`config.mk`:
```
export PLATFORM = sky130hd
export DESIGN_NAME = fpm_mul
export DESIGN_NICKNAME = d
export VERILOG_FILES = /design/src/rtl/fpm_pkg.sv /design/src/rtl/fpm_mant_mul.sv /design/src/rtl/fpm_exp_add.sv /design/src/rtl/fpm_norm.sv /design/src/rtl/fpm_mul.sv
export SDC_FILE = /design/constraint.sdc
export NUM_CORES = 1
export LEC_CHECK = 0
export ABC_AREA = 0
export BUFFER_PORTS_ARGS = -buffer_cell sky130_fd_sc_hd__buf_2
export CAP_MARGIN = 20
export CORE_ASPECT_RATIO = 0.7
export CORE_MARGIN = 8
export CORE_UTILIZATION = 45
export CTS_BUF_LIST = sky130_fd_sc_hd__clkbuf_16
export CTS_CLUSTER_DIAMETER = 100
export CTS_CLUSTER_SIZE = 8
export DETAILED_ROUTE_END_ITERATION = 6
export SLEW_MARGIN = 20
export SYNTH_ARGS = -nofsm -noshare
export SYNTH_HDL_FRONTEND = slang
export SYNTH_HIERARCHICAL = 1
export SYNTH_SLANG_ARGS = --single-unit
export TNS_END_PERCENT = 1
```
`constraint.sdc`:
```
create_clock -name clk -period 0.8 [get_ports clk]
set_input_delay 0.08 -clock clk [delete_from_list [all_inputs] [get_ports clk]]
set_output_delay 0.08 -clock clk [all_outputs]
set_load 0.02 [all_outputs]
```
`src/rtl/fpm_pkg.sv`:
```
package fpm_pkg;

   // Outcome of the normalisation step
   typedef enum logic [1:0] {
      NC_NORMAL,
      NC_FIXED,
      NC_SATUR,
      NC_ZERO
   } norm_case_e;

   // Number of bits below the MSB that merely repeat the sign
   function automatic int redundant_signs(input logic [63:0] v, input int width);
      int  n;
      bit  stop;
      n    = 0;
      stop = 1'b0;
      for (int i = width - 2; i >= 0; i--) begin
         if (!stop && (v[i] == v[width-1])) n++;
         else stop = 1'b1;
      end
      return n;
   endfunction

endpackage

```
`src/rtl/fpm_mant_mul.sv`:
```
module fpm_mant_mul #(
   parameter int MANT_W = 16,
   parameter int MUL_W  = 12,
   localparam int PROD_W = 2 * MUL_W
) (
   input  logic [MANT_W-1:0]        mant_a,
   input  logic [MANT_W-1:0]        mant_b,
   output logic signed [PROD_W-1:0] prod,
   output logic                     is_zero
);

   logic signed [MUL_W-1:0] ta;
   logic signed [MUL_W-1:0] tb;

   generate
      if (MUL_W > MANT_W || MUL_W < 2) begin : g_bad_width
         $error("fpm_mant_mul: MUL_W must be in [2, MANT_W]");
      end
      if (MUL_W == MANT_W) begin : g_full
         assign ta = mant_a;
         assign tb = mant_b;
      end else begin : g_trunc
         // upper bits only, sign included
         assign ta = mant_a[MANT_W-1 -: MUL_W];
         assign tb = mant_b[MANT_W-1 -: MUL_W];
      end
   endgenerate

   assign prod    = ta * tb;
   assign is_zero = (ta == '0) || (tb == '0);

endmodule

```
`src/rtl/fpm_exp_add.sv`:
```
module fpm_exp_add #(
   parameter int EXP_W = 4,
   parameter int SUM_W = 11
) (
   input  logic [EXP_W-1:0]        exp_a,
   input  logic [EXP_W-1:0]        exp_b,
   output logic signed [SUM_W-1:0] esum
);

   generate
      if (SUM_W < EXP_W + 2) begin : g_bad_sum
         $error("fpm_exp_add: SUM_W too narrow");
      end
   endgenerate

   logic signed [SUM_W-1:0] ea;
   logic signed [SUM_W-1:0] eb;

   assign ea   = SUM_W'(signed'(exp_a));
   assign eb   = SUM_W'(signed'(exp_b));
   // +1 because the raw product fraction is taken with one extra sign bit
   assign esum = ea + eb + SUM_W'(1);

endmodule

```
`src/rtl/fpm_norm.sv`:
```
module fpm_norm
   import fpm_pkg::*;
#(
   parameter int MANT_W = 16,
   parameter int EXP_W  = 4,
   parameter int PROD_W = 24,
   parameter int SUM_W  = 11
) (
   input  logic signed [PROD_W-1:0] prod,
   input  logic signed [SUM_W-1:0]  esum,
   input  logic                     is_zero,
   output logic [MANT_W-1:0]        mant_o,
   output logic [EXP_W-1:0]         exp_o
);

   localparam int EMIN   = -(2 ** (EXP_W - 1));
   localparam int EMAX   = (2 ** (EXP_W - 1)) - 1;
   localparam int RS     = EMAX;              // deepest right shift into fixed region
   localparam int WIDE_W = PROD_W + RS;

   generate
      if (PROD_W < MANT_W || PROD_W > 63) begin : g_bad_prod
         $error("fpm_norm: PROD_W must be in [MANT_W, 63]");
      end
   endgenerate

   norm_case_e              nc;
   int                      lz;
   int                      et;
   int                      sh;
   logic signed [WIDE_W-1:0] wide;
   logic signed [WIDE_W-1:0] shv;
   logic [MANT_W-1:0]        mant_sh;

   always_comb begin
      lz = redundant_signs(64'(prod), PROD_W);
      et = int'(esum) - lz;
      sh = lz;
      if (is_zero) begin
         nc = NC_ZERO;
      end else if (et > EMAX) begin
         nc = NC_SATUR;
      end else if (et < EMIN) begin
         nc = NC_FIXED;
         sh = int'(esum) - EMIN;
      end else begin
         nc = NC_NORMAL;
      end
   end

   always_comb begin
      wide    = {prod, {RS{1'b0}}};
      shv     = (sh >= 0) ? (wide <<< sh) : (wide >>> (-sh));
      mant_sh = MANT_W'(shv >>> (WIDE_W - MANT_W));
   end

   always_comb begin
      unique case (nc)
         NC_ZERO: begin
            mant_o = '0;
            exp_o  = EXP_W'(EMIN);
         end
         NC_SATUR: begin
            mant_o = prod[PROD_W-1] ? {1'b1, {(MANT_W-1){1'b0}}}
                                    : {1'b0, {(MANT_W-1){1'b1}}};
            exp_o  = EXP_W'(EMAX);
         end
         NC_FIXED: begin
            mant_o = mant_sh;
            exp_o  = EXP_W'(EMIN);
         end
         default: begin
            mant_o = mant_sh;
            exp_o  = EXP_W'(et);
         end
      endcase
   end


   always_comb begin
      norm_shift_chk: assert (nc != NC_NORMAL || mant_sh[MANT_W-1] != mant_sh[MANT_W-2]);
   end

endmodule

```
`src/rtl/fpm_mul.sv`:
```
module fpm_mul #(
   parameter int MANT_W = 16,
   parameter int EXP_W  = 4,
   parameter int MUL_W  = 12,
   localparam int OP_W  = MANT_W + EXP_W
) (
   input  logic            clk,
   input  logic            rst_n,
   input  logic            in_vld,
   input  logic [OP_W-1:0] op_a,
   input  logic [OP_W-1:0] op_b,
   output logic            out_vld,
   output logic [OP_W-1:0] res
);

   localparam int PROD_W = 2 * MUL_W;
   localparam int SUM_W  = EXP_W + $clog2(PROD_W) + 2;
   localparam logic [EXP_W-1:0] EXP_MIN_BITS = {1'b1, {(EXP_W-1){1'b0}}};

   generate
      if (EXP_W < 2 || MANT_W < 4) begin : g_bad_fmt
         $error("fpm_mul: format too narrow");
      end
   endgenerate

   logic signed [PROD_W-1:0] prod;
   logic                     is_zero;
   logic signed [SUM_W-1:0]  esum;
   logic [MANT_W-1:0]        mant_n;
   logic [EXP_W-1:0]         exp_n;

   fpm_mant_mul #(.MANT_W(MANT_W), .MUL_W(MUL_W)) u_mant (
      .mant_a  (op_a[MANT_W-1:0]),
      .mant_b  (op_b[MANT_W-1:0]),
      .prod    (prod),
      .is_zero (is_zero)
   );

   fpm_exp_add #(.EXP_W(EXP_W), .SUM_W(SUM_W)) u_exp (
      .exp_a (op_a[OP_W-1:MANT_W]),
      .exp_b (op_b[OP_W-1:MANT_W]),
      .esum  (esum)
   );

   fpm_norm #(.MANT_W(MANT_W), .EXP_W(EXP_W), .PROD_W(PROD_W), .SUM_W(SUM_W)) u_norm (
      .prod    (prod),
      .esum    (esum),
      .is_zero (is_zero),
      .mant_o  (mant_n),
      .exp_o   (exp_n)
   );

   always_ff @(posedge clk or negedge rst_n) begin
      if (!rst_n) begin
         out_vld <= 1'b0;
         res     <= '0;
      end else begin
         out_vld <= in_vld;
         if (in_vld) res <= {exp_n, mant_n};
      end
   end


   vld_lat_chk: assert property (@(posedge clk) disable iff (!rst_n)
      in_vld |=> out_vld);


   idle_hold_chk: assert property (@(posedge clk) disable iff (!rst_n)
      !in_vld |=> (!out_vld && $stable(res)));


   zero_in_chk: assert property (@(posedge clk) disable iff (!rst_n)
      (in_vld && (op_a[MANT_W-1 -: MUL_W] == '0 || op_b[MANT_W-1 -: MUL_W] == '0))
      |=> (res == {EXP_MIN_BITS, {MANT_W{1'b0}}}));


   sign_chk: assert property (@(posedge clk) disable iff (!rst_n)
      (in_vld && op_a[MANT_W-1 -: MUL_W] != '0 && op_b[MANT_W-1 -: MUL_W] != '0)
      |=> (res[MANT_W-1:0] == '0 ||
           res[MANT_W-1] == $past(op_a[MANT_W-1] ^ op_b[MANT_W-1])));


   out_norm_chk: assert property (@(posedge clk) disable iff (!rst_n)
      (out_vld && res[OP_W-1:MANT_W] != EXP_MIN_BITS && res[MANT_W-1:0] != '0)
      |-> (res[MANT_W-1] != res[MANT_W-2]));

endmodule

```
==> reports/metrics.cfg <==
[timing]
rsz0062_at_grt=yes
fin_crit_sh=27.9
skew_ps=0
worst_slew_pin_slew_ps=720
setup_slack_ps=-21560
period_minus_slack_ps=22360
fmax_mhz=44.7
slew_violations=0
setup_viol=41
finalHoldViolations=0
relSlewSlack=0.520

[synthesis]
syn_avg_cell_area_um2=7.69
synth_compound_area_frac=0.170
synth.mux.area_fraction=0.102
synthXorXnorAreaFrac=0.0817
synth_seq_cells=21
synth_ff_type=dfrtp_1
yosysWarnings=6
async_flop_share=1.00
synth_fa_ha_area_frac=0.293
yosysUniqueCellTypes=98
synth_top_family_by_area=adder cells
netlist_area_um2=14000
yosys.area_share.simple=0.225
ys_seq_area_frac=0.0374
synth-edff-count=0
synthCells=1826

[routing]
vias=14632
antenna_left=0
vias_per_cell=5.32
wire_per_inst_um=15.5
route.detailed.drc=0
first_pass_iters=6
wl_mm=42.7
drt_iter0_drc=1023

[placement]
hpwl_mm=36.4
dp_cells=2721
place_congestion=0.946
io_buffers=55

[die]
die_h_um=164
start_util=0.454
rows=54
die_w_um=227
die_area_um2=37200
core-area_um2=30900
io_pins=64

[critical_path]
critical_path_buf_inv_count=12
arrival_ps=22490
cp_slowest_cell=fa_1
r2r_cells=1
r2r_slack_ps=0
cp_max_fo=12
start_kind=primary input
crit_type=in -> reg
crit_top_cell=ha_1
critPathTopFamily=adder cells
slowest_delay_ps=560
critPathRequiredTime_ps=930
rr_endpoint=res[10]
reg2reg_from=res[10]
cp-end-kind=flop

[clocking]
cts_buffers=3
tritoncts=done
h-tree-depth=1
path_clk_slew_ps=50
root_buffer=clkbuf_16
clockBufferDepth=2
insertion_delay_ps=250
numClockSinks=21

[global_route]
antenna_found_initial=0
grt.total_usage=0.232
grt_max_degree=63
grt_pass1_wl_mm=72.8
grt-ovfl-total=0
grt_pass1_vias=14706

[finish]
drive_gt1_frac=0.337
mostFrequentLayoutCell=buf_4
layout_common_cells=518 x buf_4, 217 x inv_1, 217 x nand2_1
syn_to_final_growth_pct=38.3
finalNonFillerCells=2750
n_antenna_cell=0
layout.nets=2615

[min_path]
hold_depth=3
hold_path_class=in -> reg
hold_start=in_vld
holdPathEnd=res[15]

[run_status]
violations=negative setup slack
run_status=complete, but fails checks

[flow_run]
maxCapViolCount=0

==> cell usage after synthesis (all sizes together), types with 7 or more instances <==
library cell / number / area share
nand2b: 25 / 0.011
xor2: 22 / 0.014
a21oi: 84 / 0.031
or2: 14 / 0.0066
nor2: 139 / 0.038
nand3: 52 / 0.019
mux4: 10 / 0.016
a21boi: 10 / 0.0053
a211oi: 12 / 0.0064
o2111ai: 7 / 0.0044
and3: 16 / 0.0075
o21a: 18 / 0.0096
clkbuf: 71 / 0.019
mux2i: 68 / 0.050
or3: 18 / 0.0087
o21bai: 10 / 0.0053
nor3: 41 / 0.015
a21o: 14 / 0.0075
fa: 140 / 0.20
dfrtp: 21 / 0.037
buf: 25 / 0.011
nand4: 9 / 0.0040
xnor2: 81 / 0.056
a31oi: 15 / 0.0071
o22ai: 9 / 0.0040
and2: 62 / 0.028
nor4: 20 / 0.0094
inv: 226 / 0.060
o21ai: 92 / 0.033
nor2b: 13 / 0.0063
o211ai: 14 / 0.0075
ha: 101 / 0.090
mux2: 37 / 0.035
nand2: 224 / 0.060
==> sequential cells by signal, summed over array words and instances (netlist names) <==
register	cells
res	20
out_vld	1
==> area by class of cell <==
class | count | area, um^2
multi-input cells | 1496 | 12900
well taps | 420 | 526
fillers | 2799 | 11500
clock inverters | 1 | 3.75
repair buffers | 581 | 4530
flip-flops and latches | 21 | 526
clock buffers | 3 | 75.1
inverters | 228 | 866
==> what timing repair did <==
item | in CTS | in global routing
cloned | 0 | 0
resized for setup | 93 | 32
pin swaps | 104 | 10
buffers inserted | 21 | 2
hold endpoints to repair | 22 | 0
hold buffers | 2 | 0
setup endpoints to repair | 41 | 41
==> cells by family after synthesis <==
kind of cell,after synthesis
DFF,21
and+or+nand+nor,653
buffers and inverters,324
adders and majority gates,246
AOI/OAI and AO/OA,356
xor gates and xnor gates,110
other,1
muxes,115
==> stage by stage <==
step	worst slack [ps]	cell area, um^2	util	setup TNS (ps)	hold WS, ps
after floorplan	-21880	14600	-	-421370	-216
after global placement	-21730	18700	0.605	-423710	53.5
after detailed placement	-22310	18700	0.605	-434470	63.0
after CTS	-21260	19300	0.624	-416120	308
after global routing	-22830	19400	0.628	-447210	326
final	-21560	19400	0.628	-420990	308
==> worst max path at each step <==
stage                         from  endpoint  slack [ps]  depth (start not counted)
after detailed placement  op_b[12]    res[4]      -22310                        114
after global placement    op_b[12]    res[4]      -21730                        113
after global routing      op_b[11]    res[4]      -22830                        112
after CTS                 op_a[15]    res[4]      -21260                        112
after floorplan           op_a[15]    res[4]      -21880                        121
final                     op_a[12]    res[4]      -21560                        111
==> routing by layer <==
metal / vias to the layer above / GRT usage / wire [um]
met3: 23 / 0.0264 / 2800
met5: - / 0 / 0
li1: 7210 / - / -
met4: 0 / 0.0201 / 361
met2: 431 / 0.343 / 17500
met1: 6968 / 0.368 / 22000
Power is not shown: default switching activity piles up to over one toggle a cycle in this logic, so the estimate is an artifact.
